## config.mk

```make
export PLATFORM = sky130hd
export DESIGN_NAME = rxq_thresh_fifo
export DESIGN_NICKNAME = d
export VERILOG_FILES = /design/src/rtl/rxq_pkg.sv /design/src/rtl/rxq_slots.sv /design/src/rtl/rxq_ctrl.sv /design/src/rtl/rxq_thresh.sv /design/src/rtl/rxq_thresh_fifo.sv
export SDC_FILE = /design/constraint.sdc
export NUM_CORES = 1
export LEC_CHECK = 0
export ABC_AREA = 1
export BUFFER_PORTS_ARGS = -buffer_cell sky130_fd_sc_hd__buf_2
export CAP_MARGIN = 40
export CORE_MARGIN = 5
export CORE_UTILIZATION = 39
export CTS_CLUSTER_DIAMETER = 100
export DETAILED_ROUTE_END_ITERATION = 16
export HOLD_SLACK_MARGIN = 0.1
export PLACE_DENSITY = 0.58
export SLEW_MARGIN = 15
export SYNTH_ARGS = -nofsm -noshare
export SYNTH_HDL_FRONTEND = slang
export SYNTH_HIERARCHICAL = 1
export SYNTH_SLANG_ARGS = --single-unit
```

## constraint.sdc

```tcl
create_clock -name clk -period 3 [get_ports clk]
set_input_delay 0.3 -clock clk [delete_from_list [all_inputs] [get_ports clk]]
set_output_delay 0.3 -clock clk [all_outputs]
set_load 0.1 [all_outputs]
```

## src/rtl/rxq_pkg.sv

```systemverilog
package rxq_pkg;

    typedef enum logic [2:0] {
        LVL_EIGHTH  = 3'd0,
        LVL_QUARTER = 3'd1,
        LVL_HALF    = 3'd2,
        LVL_THREEQ  = 3'd3,
        LVL_SEVENE  = 3'd4
    } lvl_code_e;

    localparam int EIGHTHS_W = 4;

    // Fraction of the working capacity in eighths; 0 marks an invalid code.
    function automatic logic [EIGHTHS_W-1:0] lvl_to_eighths(input logic [2:0] code);
        case (code)
            LVL_EIGHTH:  return 4'd1;
            LVL_QUARTER: return 4'd2;
            LVL_HALF:    return 4'd4;
            LVL_THREEQ:  return 4'd6;
            LVL_SEVENE:  return 4'd7;
            default:     return 4'd0;
        endcase
    endfunction

endpackage

```

## src/rtl/rxq_slots.sv

```systemverilog
module rxq_slots #(
    parameter int DEPTH  = 16,
    parameter int DATA_W = 8,
    parameter int PTR_W  = 4
) (
    input  logic              clk,
    input  logic              rst_n,
    input  logic              wr_en,
    input  logic [PTR_W-1:0]  wr_idx,
    input  logic [DATA_W-1:0] wr_data,
    input  logic [PTR_W-1:0]  rd_idx,
    output logic [DATA_W-1:0] rd_data
);

    logic [DATA_W-1:0] slot_q [DEPTH];
    logic [DATA_W-1:0] slot_d [DEPTH];

    for (genvar i = 0; i < DEPTH; i++) begin : g_slot
        always_comb begin
            slot_d[i] = slot_q[i];
            if (wr_en && (wr_idx == PTR_W'(i))) begin
                slot_d[i] = wr_data;
            end
        end

        always_ff @(posedge clk) begin
            if (!rst_n) begin
                slot_q[i] <= '0;
            end else begin
                slot_q[i] <= slot_d[i];
            end
        end
    end

    assign rd_data = slot_q[rd_idx];

endmodule

```

## src/rtl/rxq_ctrl.sv

```systemverilog
module rxq_ctrl #(
    parameter int DEPTH = 16,
    parameter int PTR_W = 4,
    parameter int CNT_W = 5
) (
    input  logic             clk,
    input  logic             rst_n,
    input  logic             fifo_on,
    input  logic             port_en,
    input  logic             rx_en,
    input  logic             push_valid,
    input  logic             pop,
    output logic             wr_en,
    output logic [PTR_W-1:0] wr_idx,
    output logic [PTR_W-1:0] rd_idx,
    output logic [CNT_W-1:0] count,
    output logic             empty,
    output logic             full,
    output logic             overrun
);

    localparam logic [PTR_W-1:0] LAST_IDX = PTR_W'(DEPTH - 1);

    typedef struct packed {
        logic [PTR_W-1:0] wr_ptr;
        logic [PTR_W-1:0] rd_ptr;
        logic [CNT_W-1:0] cnt;
        logic             ovr;
    } ctrl_t;

    ctrl_t st_d, st_q;

    logic [CNT_W-1:0] act_depth;
    logic             rx_open;
    logic             take;
    logic             drop;
    logic             give;

    always_comb begin
        act_depth = fifo_on ? CNT_W'(DEPTH) : CNT_W'(1);
        rx_open   = port_en && rx_en;
        full      = (st_q.cnt >= act_depth);
        empty     = (st_q.cnt == '0);
        take      = push_valid && rx_open && !full;
        drop      = push_valid && rx_open && full;
        give      = pop && !empty;

        st_d     = st_q;
        st_d.ovr = drop;
        if (take) begin
            st_d.wr_ptr = (st_q.wr_ptr == LAST_IDX) ? '0 : st_q.wr_ptr + 1'b1;
        end
        if (give) begin
            st_d.rd_ptr = (st_q.rd_ptr == LAST_IDX) ? '0 : st_q.rd_ptr + 1'b1;
        end
        case ({take, give})
            2'b10:   st_d.cnt = st_q.cnt + 1'b1;
            2'b01:   st_d.cnt = st_q.cnt - 1'b1;
            default: st_d.cnt = st_q.cnt;
        endcase
    end

    always_ff @(posedge clk) begin
        if (!rst_n) begin
            st_q <= '0;
        end else begin
            st_q <= st_d;
        end
    end

    assign wr_en   = take;
    assign wr_idx  = st_q.wr_ptr;
    assign rd_idx  = st_q.rd_ptr;
    assign count   = st_q.cnt;
    assign overrun = st_q.ovr;

endmodule

```

## src/rtl/rxq_thresh.sv

```systemverilog
module rxq_thresh #(
    parameter int DEPTH = 16,
    parameter int CNT_W = 5
) (
    input  logic             clk,
    input  logic             rst_n,
    input  logic             fifo_on,
    input  logic [2:0]       lvl_sel,
    input  logic [CNT_W-1:0] count,
    output logic             thresh_hit
);
    import rxq_pkg::*;

    localparam int CMP_W = CNT_W + EIGHTHS_W + 1;

    typedef struct packed {
        logic [EIGHTHS_W-1:0] eighths;
    } lvl_t;

    lvl_t st_d, st_q;

    logic [EIGHTHS_W-1:0] cand;
    logic [CMP_W-1:0]     lhs;
    logic [CMP_W-1:0]     rhs;
    logic [CMP_W-1:0]     act_depth;

    always_comb begin
        cand = lvl_to_eighths(lvl_sel);
        st_d = st_q;
        if (cand != '0) begin
            st_d.eighths = cand;
        end

        act_depth  = fifo_on ? CMP_W'(DEPTH) : CMP_W'(1);
        lhs        = CMP_W'(count) << 3;
        rhs        = CMP_W'(st_q.eighths) * act_depth;
        thresh_hit = (lhs >= rhs);
    end

    always_ff @(posedge clk) begin
        if (!rst_n) begin
            st_q.eighths <= lvl_to_eighths(LVL_HALF);
        end else begin
            st_q <= st_d;
        end
    end

endmodule

```

## src/rtl/rxq_thresh_fifo.sv

```systemverilog
module rxq_thresh_fifo #(
    parameter int DEPTH  = 16,
    parameter int DATA_W = 8,
    localparam int PTR_W = (DEPTH > 1) ? $clog2(DEPTH) : 1,
    localparam int CNT_W = $clog2(DEPTH + 1)
) (
    input  logic              clk,
    input  logic              rst_n,
    input  logic              fifo_on,
    input  logic [2:0]        lvl_sel,
    input  logic              port_en,
    input  logic              rx_en,
    input  logic              push_valid,
    input  logic [DATA_W-1:0] push_data,
    input  logic              pop,
    output logic [DATA_W-1:0] pop_data,
    output logic [CNT_W-1:0]  count,
    output logic              empty,
    output logic              full,
    output logic              thresh_hit,
    output logic              overrun
);

    logic             wr_en;
    logic [PTR_W-1:0] wr_idx;
    logic [PTR_W-1:0] rd_idx;

    rxq_ctrl #(.DEPTH(DEPTH), .PTR_W(PTR_W), .CNT_W(CNT_W)) u_ctrl (
        .clk        (clk),
        .rst_n      (rst_n),
        .fifo_on    (fifo_on),
        .port_en    (port_en),
        .rx_en      (rx_en),
        .push_valid (push_valid),
        .pop        (pop),
        .wr_en      (wr_en),
        .wr_idx     (wr_idx),
        .rd_idx     (rd_idx),
        .count      (count),
        .empty      (empty),
        .full       (full),
        .overrun    (overrun)
    );

    rxq_slots #(.DEPTH(DEPTH), .DATA_W(DATA_W), .PTR_W(PTR_W)) u_slots (
        .clk     (clk),
        .rst_n   (rst_n),
        .wr_en   (wr_en),
        .wr_idx  (wr_idx),
        .wr_data (push_data),
        .rd_idx  (rd_idx),
        .rd_data (pop_data)
    );

    rxq_thresh #(.DEPTH(DEPTH), .CNT_W(CNT_W)) u_thresh (
        .clk        (clk),
        .rst_n      (rst_n),
        .fifo_on    (fifo_on),
        .lvl_sel    (lvl_sel),
        .count      (count),
        .thresh_hit (thresh_hit)
    );

endmodule

```

==> flow_summary.html, run 1 <==
<table>
<tr><th>Metric</th><th>Value</th></tr>
<tr><th colspan="2">Outcome</th></tr>
<tr><td>Run status</td><td>finished, final reports clean</td></tr>
<tr><th colspan="2">Finish</th></tr>
<tr><td>Antenna Cells</td><td>0</td></tr>
<tr><td>Number of nets in the layout</td><td>roughly 950</td></tr>
<tr><td>Share of post-route cells with drive strength above 1</td><td>0.101</td></tr>
<tr><td>Synth-to-layout area growth</td><td>14.2%</td></tr>
<tr><td>Non-filler cells in the finished layout</td><td>1169</td></tr>
<tr><th colspan="2">Yosys</th></tr>
<tr><td>Number of distinct library cell variants in the gate-level netlist after synthesis</td><td>26</td></tr>
<tr><td>Total nets after synthesis</td><td>between 900 and 1k</td></tr>
<tr><td>Area fraction of the dominant cell type after synthesis</td><td>0.519</td></tr>
<tr><td>Mean Syn Cell Area</td><td>between 8 and 9 µm²</td></tr>
<tr><td>Commonest register cell after synthesis</td><td>edfxtp_1</td></tr>
<tr><td>Sequential-to-total area share from yosys stat</td><td>0.565</td></tr>
<tr><td>Commonest cells post-synth</td><td>233 x nand2_1, 149 x nor2_1, 140 x inv_1, 128 x edfxtp_1, 115 x nand3_1</td></tr>
<tr><td>Top cells by area, synth</td><td>edfxtp_1 52%, nand2_1 12%, nand3_1 7.8%, nor2_1 7.5%, inv_1 7.1%</td></tr>
<tr><td>Number of flip-flops and latches in the synthesized netlist</td><td>about 150</td></tr>
<tr><td>Count of flip-flops with a built-in enable after synthesis</td><td>approximately 130</td></tr>
<tr><td>Synthesized cell area</td><td>7410 µm²</td></tr>
<tr><td>Share of flip-flops with an asynchronous set or reset after synthesis</td><td>0</td></tr>
<tr><td>Library cell with the highest instance count after synthesis</td><td>nand2_1</td></tr>
<tr><td>Post-synthesis instance total</td><td>890</td></tr>
<tr><td>Warning count from the yosys run</td><td>6</td></tr>
<tr><td>Area leader, netlist</td><td>edfxtp_1</td></tr>
<tr><th colspan="2">Power and ir drop</th></tr>
<tr><td>Part of the total power dissipated in combinational logic</td><td>0.400</td></tr>
<tr><td>Switching Fraction</td><td>0.430</td></tr>
<tr><td>Sequential group share of total power</td><td>0.317</td></tr>
<tr><td>Power per unit of standard cell area</td><td>909 nW/µm²</td></tr>
<tr><td>Worst IR Drop VDD</td><td>roughly 1100 µV</td></tr>
<tr><td>Leakage</td><td>~3.9 nW</td></tr>
<tr><td>Sw power</td><td>3.31 mW</td></tr>
<tr><td>Clock network power share</td><td>0.284</td></tr>
<tr><td>Power Internal</td><td>around 4.4 mW</td></tr>
<tr><th colspan="2">Timing</th></tr>
<tr><td>Worst clock skew</td><td>~0.013 ns</td></tr>
<tr><td>Final-report setup violation count</td><td>0</td></tr>
<tr><td>Worst-Margin Slew</td><td>0.793 ns</td></tr>
<tr><td>Period utilisation layout</td><td>0.910</td></tr>
<tr><td>Unrepaired setup endpoints after global routing</td><td>false</td></tr>
<tr><td>Number of hold-slack violations in the final timing report</td><td>0</td></tr>
<tr><td>Final critical-path required period</td><td>~2.7 ns</td></tr>
<tr><td>Setup slack of the critical path after layout</td><td>about 0.27 ns</td></tr>
<tr><td>Number of slew-limit violations in the final report</td><td>0</td></tr>
<tr><td>Normalized max-slew margin</td><td>0.471</td></tr>
<tr><td>Max Fclk</td><td>~0.37 GHz</td></tr>
<tr><th colspan="2">Critical path</th></tr>
<tr><td>Dominant delay contributor by cell family on the critical path</td><td>buffers and inverters</td></tr>
<tr><td>Required time at the worst-slack endpoint</td><td>between 2 and 3 ns</td></tr>
<tr><td>Crit-path cells</td><td>buf_4 -&gt; nand2_1 -&gt; nand2_1 -&gt; nand2_1 -&gt; nand3_1 -&gt; nand3_1 -&gt; nand2_1 -&gt; buf_2</td></tr>
<tr><td>Worst-path cell with the longest stage delay</td><td>buf_4</td></tr>
<tr><td>Kind of end point of the critical path</td><td>output port</td></tr>
<tr><td>Critical Path Most Common Cell</td><td>nand2_1</td></tr>
<tr><td>Startpoint class of the critical path</td><td>register</td></tr>
<tr><td>Largest stage delay on the critical path</td><td>~0.60 ns</td></tr>
<tr><td>Maximum net fanout on the critical path</td><td>a little under 70</td></tr>
<tr><td>Data arrival time of the worst path</td><td>about 2.4 ns</td></tr>
<tr><td>Critical path class</td><td>register to output port</td></tr>
<tr><td>Buf/Inv on CP</td><td>2</td></tr>
<tr><th colspan="2">Floorplanning</th></tr>
<tr><td>Die height</td><td>148 µm</td></tr>
<tr><td>Core Footprint</td><td>18700 µm²</td></tr>
<tr><td>Initial Util</td><td>0.396</td></tr>
<tr><td>Die boundary width</td><td>148 µm</td></tr>
<tr><td>I/O pin count</td><td>35</td></tr>
<tr><td>Die footprint</td><td>roughly 22000 µm²</td></tr>
<tr><td>Total number of placement rows</td><td>50</td></tr>
<tr><th colspan="2">Clocking</th></tr>
<tr><td>Number of buffers added to fix hold violations after cts</td><td>0</td></tr>
<tr><td>CTS Root Cell</td><td>clkbuf_16</td></tr>
<tr><td>Maximum clock path buffer count</td><td>2</td></tr>
<tr><td>Sinks on Clock Net</td><td>145</td></tr>
<tr><td>Number of clock buffers inserted by TritonCTS</td><td>17</td></tr>
<tr><td>Setup fix buffers added after clock tree synthesis</td><td>0</td></tr>
<tr><td>Insertion delay to the later sink of the worst-skew pair</td><td>between 0.4 and 0.5 ns</td></tr>
<tr><td>Post-cts gate resize count</td><td>0</td></tr>
<tr><td>CTS tree</td><td>yes</td></tr>
<tr><td>H-tree depth</td><td>4</td></tr>
<tr><td>Clock slew at the register clock pins of the worst setup and hold paths</td><td>0.06 ns</td></tr>
<tr><th colspan="2">Place</th></tr>
<tr><td>Hpwl dp</td><td>between 10 and 15 mm</td></tr>
<tr><td>Count of placed standard cells including taps</td><td>around 1.1k</td></tr>
<tr><td>Setup WS pre-CTS</td><td>0.393 ns</td></tr>
<tr><td>RePlAce Congestion</td><td>around 0.80</td></tr>
<tr><td>Count of buffers from port buffering</td><td>34</td></tr>
<tr><th colspan="2">Global routing</th></tr>
<tr><td>Largest net degree at the start of global routing</td><td>69</td></tr>
<tr><td>Number of global-route vias before repair</td><td>about 5.4k</td></tr>
<tr><td>Total congestion overflow after global routing</td><td>0</td></tr>
<tr><td>Initial antenna violation count</td><td>0</td></tr>
<tr><td>Overall fraction of global-route tracks in use</td><td>0.175</td></tr>
<tr><td>Global-route wire length before repair</td><td>between 20 and 30 mm</td></tr>
<tr><th colspan="2">Routing</th></tr>
<tr><td>Routed vias</td><td>5754</td></tr>
<tr><td>Detailed Route WL</td><td>roughly 18 mm</td></tr>
<tr><td>Average detailed-routed wire length per instance</td><td>roughly 16 µm</td></tr>
<tr><td>Number of nets still failing antenna checks after routing</td><td>0</td></tr>
<tr><td>DRC</td><td>0</td></tr>
<tr><td>Number of detailed-routing iterations run before antenna repair</td><td>5</td></tr>
<tr><td>Mean number of vias per cell</td><td>around 5</td></tr>
<tr><td>Drt initial violations</td><td>just under 400</td></tr>
<tr><th colspan="2">Run</th></tr>
<tr><td>Max-cap viol count</td><td>0</td></tr>
<tr><th colspan="2">Hold path</th></tr>
<tr><td>Hold Path Class</td><td>primary input to register</td></tr>
</table>
==> per-stage QoR <==
stage	area, µm²	power, mW	setup TNS (ns)	hold WS, ns	util
global route	8460	8.09	0	0.172	0.452
CTS	8460	7.75	0	0.137	0.452
detailed placement	7860	5.56	0	0.469	0.420
floorplan	7410	4.87	-1.76	0.369	-
finish	8460	7.69	0	0.159	0.452
global placement	7860	5.55	0	0.469	0.420
==> worst paths after layout <==
kind	depth (start not counted)	start	endpoint	slack, ns
hold reg to reg	2	u_thresh/st_q[0]$_SDFFE_PN0P_	u_thresh/st_q[0]$_SDFFE_PN0P_	0.48
hold / removal	5	lvl_sel[1]	u_thresh/st_q[2]$_SDFFE_PN1P_	0.16
setup reg to reg	14	u_ctrl/count[0]$_SDFFE_PN0P_	u_ctrl/count[4]$_SDFFE_PN0P_	0.39
setup / recovery	8	u_ctrl/rd_idx[0]$_SDFFE_PN0P_	pop_data[1]	0.27
==> power by group through the flow <==
stage                     clock network (mW)  logic (mW)  registers [mW]
final                                   2.18        3.07            2.44
after global placement                     0        3.06            2.48
after CTS                               2.22        3.09            2.44
after floorplan                            0        2.20            2.67
after detailed placement                   0        3.08            2.48
after global routing                    2.30        3.33            2.46
==> logic make-up (layout without fill, tap and decap cells) <==
family,after synthesis,after routing,synth area share
AO/OA/AOI/OAI,30,30,0.0213
XOR/XNOR,6,6,0.00709
adder cells (fa/ha/maj),12,12,0.0213
buffers and inverters,181,226,0.0937
flip-flops,145,145,0.565
AND/OR/NAND/NOR,516,516,0.292
==> layout by cell type (no fill, tap or decap), drive strengths merged, types with 11 or more instances in the layout <==
master,count
nand3,115
edfxtp,128
inv,145
o21ai,17
nor2,151
a21oi,13
nand2,235
ha,11
clkbuf,20
buf,50
dfxtp,17
==> registers in the layout, summed over array words and instances (netlist names) <==
signal and flops:
u_slots/slot_q 128, u_ctrl/count 5, u_ctrl/rd_idx 4, u_ctrl/wr_idx 4, u_thresh/st_q 3, u_ctrl/overrun 1
==> per-layer routing <==
layer	GRT usage	vias up	share of wire
met5	0	-	0
met4	0.0697	0	0.024
met3	0.0282	30	0.044
met2	0.288	141	0.48
met1	0.231	2695	0.45
li1	-	2888	-
==> area by class of cell <==
class                           count  area, µm²
Timing Repair Buffer               50        303
Multi-Input combinational cell    564       2530
Inverter                          145        544
Clock inverter                     11        164
Fill cell                        1830      10200
Sequential cell                   145       4190
Clock buffer                       20        437
Tap cell                          234        293
==> worst register-to-register path, stage by stage (launching register included) <==
cell,delay [ns]
dfxtp_2,0.41
inv_1,0.11
ha_1,0.28
nand2_1,0.05
inv_1,0.05
nand3_1,0.12
nand4_4,0.18
ha_1,0.29
inv_1,0.09
fa_1,0.42
o21ai_1,0.20
nand3_1,0.10
nand2_1,0.07
nand2_1,0.05
a21oi_1,0.12
Note: power is estimated with default switching activity, not from simulation.
==> inputs of run 2 (changes only) <==
--- a/config.mk
+++ b/config.mk
@@ -8,7 +8,6 @@
 export ABC_AREA = 1
 export BUFFER_PORTS_ARGS = -buffer_cell sky130_fd_sc_hd__buf_2
 export CAP_MARGIN = 40
-export CORE_MARGIN = 5
 export CORE_UTILIZATION = 39
 export CTS_CLUSTER_DIAMETER = 100
 export DETAILED_ROUTE_END_ITERATION = 16
==> flow_summary.html, run 2 (synthesis gave the netlist of run 1 again) <==
<table>
<tr><th>Metric</th><th>Value</th></tr>
<tr><th colspan="2">Routing</th></tr>
<tr><td>Mean number of vias per cell</td><td>4.88</td></tr>
<tr><td>Routed vias</td><td>~5.7k</td></tr>
<tr><td>Number of nets still failing antenna checks after routing</td><td>0</td></tr>
<tr><td>Drt initial violations</td><td>approximately 470</td></tr>
<tr><td>DRC</td><td>0</td></tr>
<tr><td>Detailed Route WL</td><td>~18 mm</td></tr>
<tr><td>Average detailed-routed wire length per instance</td><td>roughly 16 µm</td></tr>
<tr><td>Number of detailed-routing iterations run before antenna repair</td><td>9</td></tr>
<tr><th colspan="2">Critical path</th></tr>
<tr><td>Dominant delay contributor by cell family on the critical path</td><td>buffers and inverters</td></tr>
<tr><td>Startpoint class of the critical path</td><td>register</td></tr>
<tr><td>Crit-path cells</td><td>inv_2 -&gt; buf_4 -&gt; nand2_1 -&gt; nand3_1 -&gt; nand3_1 -&gt; nand3_1 -&gt; nand2_1 -&gt; buf_2</td></tr>
<tr><td>Data arrival time of the worst path</td><td>2.41 ns</td></tr>
<tr><td>Maximum net fanout on the critical path</td><td>24</td></tr>
<tr><td>Critical Path Most Common Cell</td><td>nand3_1</td></tr>
<tr><td>Buf/Inv on CP</td><td>3</td></tr>
<tr><td>Largest stage delay on the critical path</td><td>approximately 0.47 ns</td></tr>
<tr><td>Critical path class</td><td>register to output port</td></tr>
<tr><td>Required time at the worst-slack endpoint</td><td>~2.7 ns</td></tr>
<tr><td>Worst-path cell with the longest stage delay</td><td>dfxtp_2</td></tr>
<tr><td>Kind of end point of the critical path</td><td>output port</td></tr>
<tr><th colspan="2">Finish</th></tr>
<tr><td>Share of post-route cells with drive strength above 1</td><td>0.107</td></tr>
<tr><td>Final-layout fill cell count</td><td>between 1.5k and 2k</td></tr>
<tr><td>Synth-to-layout area growth</td><td>14.1%</td></tr>
<tr><td>Number of nets in the layout</td><td>957</td></tr>
<tr><td>Flip-flop count of the largest register after layout</td><td>~130</td></tr>
<tr><td>Register containing the most flip-flops in the final layout</td><td>u_slots/slot_q</td></tr>
<tr><td>Antenna Cells</td><td>0</td></tr>
<tr><td>Most common cell after layout, fill and taps aside</td><td>nand2_1</td></tr>
<tr><td>Top library cells by usage in the layout, fill and taps aside</td><td>233 x nand2_1, 149 x nor2_1, 140 x inv_1</td></tr>
<tr><th colspan="2">Run</th></tr>
<tr><td>Max-cap viol count</td><td>0</td></tr>
<tr><th colspan="2">Timing</th></tr>
<tr><td>Max Fclk</td><td>~0.37 GHz</td></tr>
<tr><td>Final-report setup violation count</td><td>0</td></tr>
<tr><td>Number of hold-slack violations in the final timing report</td><td>0</td></tr>
<tr><td>Normalized max-slew margin</td><td>0.481</td></tr>
<tr><td>Number of slew-limit violations in the final report</td><td>0</td></tr>
<tr><td>Final sum of negative setup slack</td><td>0 ns</td></tr>
<tr><td>Worst-Margin Slew</td><td>approximately 0.78 ns</td></tr>
<tr><td>Worst clock skew</td><td>0.00641 ns</td></tr>
<tr><td>Final critical-path required period</td><td>about 2.7 ns</td></tr>
<tr><td>Unrepaired setup endpoints after global routing</td><td>false</td></tr>
<tr><td>Worst Hold Margin</td><td>0.152 ns</td></tr>
<tr><td>Period utilisation layout</td><td>0.902</td></tr>
<tr><th colspan="2">Clocking</th></tr>
<tr><td>CTS tree</td><td>yes</td></tr>
<tr><td>CTS Root Cell</td><td>clkbuf_16</td></tr>
<tr><td>Number of clock buffers inserted by TritonCTS</td><td>17</td></tr>
<tr><td>Number of buffers added to fix hold violations after cts</td><td>0</td></tr>
<tr><td>Sinks on Clock Net</td><td>145</td></tr>
<tr><td>Setup fix buffers added after clock tree synthesis</td><td>0</td></tr>
<tr><td>Clock slew at the register clock pins of the worst setup and hold paths</td><td>0.06 ns</td></tr>
<tr><td>H-tree depth</td><td>4</td></tr>
<tr><td>Post-cts gate resize count</td><td>0</td></tr>
<tr><td>Maximum clock path buffer count</td><td>2</td></tr>
<tr><td>Insertion delay to the later sink of the worst-skew pair</td><td>about 0.42 ns</td></tr>
<tr><th colspan="2">Global routing</th></tr>
<tr><td>Number of global-route vias before repair</td><td>~5.4k</td></tr>
<tr><td>Total congestion overflow after global routing</td><td>0</td></tr>
<tr><td>Largest net degree at the start of global routing</td><td>34</td></tr>
<tr><td>Overall fraction of global-route tracks in use</td><td>0.201</td></tr>
<tr><td>Initial antenna violation count</td><td>0</td></tr>
<tr><td>Global-route wire length before repair</td><td>about 30 mm</td></tr>
<tr><th colspan="2">Place</th></tr>
<tr><td>Count of buffers from port buffering</td><td>34</td></tr>
<tr><td>RePlAce Congestion</td><td>0.836</td></tr>
<tr><td>Hpwl dp</td><td>12.3 mm</td></tr>
<tr><th colspan="2">Power and ir drop</th></tr>
<tr><td>Sequential group share of total power</td><td>0.328</td></tr>
<tr><td>Worst IR Drop VDD</td><td>1030 µV</td></tr>
<tr><td>Leakage</td><td>3.85 nW</td></tr>
<tr><td>Switching Fraction</td><td>0.447</td></tr>
<tr><td>Sw power</td><td>roughly 3.4 mW</td></tr>
<tr><td>Power per unit of standard cell area</td><td>887 nW/µm²</td></tr>
<tr><td>Power Internal</td><td>about 4.1 mW</td></tr>
<tr><td>Clock network power share</td><td>0.260</td></tr>
<tr><td>Part of the total power dissipated in combinational logic</td><td>0.411</td></tr>
<tr><th colspan="2">Floorplanning</th></tr>
<tr><td>Die height</td><td>approximately 140 µm</td></tr>
<tr><td>I/O pin count</td><td>35</td></tr>
<tr><td>Die footprint</td><td>roughly 20000 µm²</td></tr>
<tr><td>Core Footprint</td><td>around 19000 µm²</td></tr>
<tr><td>Die boundary width</td><td>~140 µm</td></tr>
<tr><td>Initial Util</td><td>0.397</td></tr>
<tr><td>Total number of placement rows</td><td>50</td></tr>
<tr><th colspan="2">Outcome</th></tr>
<tr><td>Run status</td><td>finished, final reports clean</td></tr>
<tr><th colspan="2">Hold path</th></tr>
<tr><td>Hold Path Class</td><td>primary input to register</td></tr>
</table>
[run 2: changes by cell type in the layout (fill, tap and decap cells not counted)]
cell	delta
buf_4	+3
bufinv_16	-3
clkbuf_1	-2
clkbuf_16	+1
clkinv_4	-2
clkinvlp_4	+7
inv_6	+1
[run 2: power by group through the flow]
stage	Sequential (mW)	Clock, mW	Combinational (mW)
2_1_floorplan	2.67	0	2.20
3_3_place_gp	2.50	0	3.08
3_5_place_dp	2.51	0	3.08
4_1_cts	2.46	1.99	3.09
5_1_grt	2.48	2.07	3.35
6_report	2.46	1.95	3.08
[run 2: area by class of cell]
type | instances | area, µm² | area share
Inverter | 145 | 544 | 0.0644
Timing Repair Buffer | 54 | 350 | 0.0414
Clock inverter | 14 | 118 | 0.0139
Clock buffer | 18 | 429 | 0.0508
Sequential cell | 145 | 4190 | 0.495
Tap cell | 234 | 293 | 0.0346
Multi-Input combinational cell | 564 | 2530 | 0.299
[run 2: path summary, 6_finish.rpt]
path | from | end | slack (ns) | depth (start not counted)
max | u_ctrl/rd_idx[0]$_SDFFE_PN0P_ | pop_data[0] | 0.29 | 8
min reg2reg | u_thresh/st_q[0]$_SDFFE_PN0P_ | u_thresh/st_q[0]$_SDFFE_PN0P_ | 0.48 | 2
min | lvl_sel[1] | u_thresh/st_q[2]$_SDFFE_PN1P_ | 0.15 | 5
max reg2reg | u_ctrl/count[0]$_SDFFE_PN0P_ | u_ctrl/count[4]$_SDFFE_PN0P_ | 0.44 | 14
[run 2: routing by layer]
layer  GRT usage  part of all wire  vias to the layer above
li1            -                 -                     2898
met3      0.0392             0.045                       19
met2       0.313              0.46                      153
met1       0.280              0.48                     2664
met4      0.0665             0.015                        0
met5           0                 0                        -
[run 2: worst min-delay path, delay by kind of cell]
| family | cells | cell delay [ns] |
|---|---|---|
| buf+inv | 2 | 0.11 |
| simple gates | 3 | 0.13 |
[run 2: through the flow]
step                worst slack (ns)  instances  power [mW]   util  instance area [µm²]
floorplan                    -0.0291        890        4.87      -                 7410
global placement               0.458       1141        5.58  0.423                 7880
detailed placement             0.403       1141        5.59  0.423                 7880
CTS                            0.272       1173        7.55  0.452                 8430
global route                   0.152       1174        7.91  0.453                 8450
finish                         0.294       1174        7.50  0.453                 8450
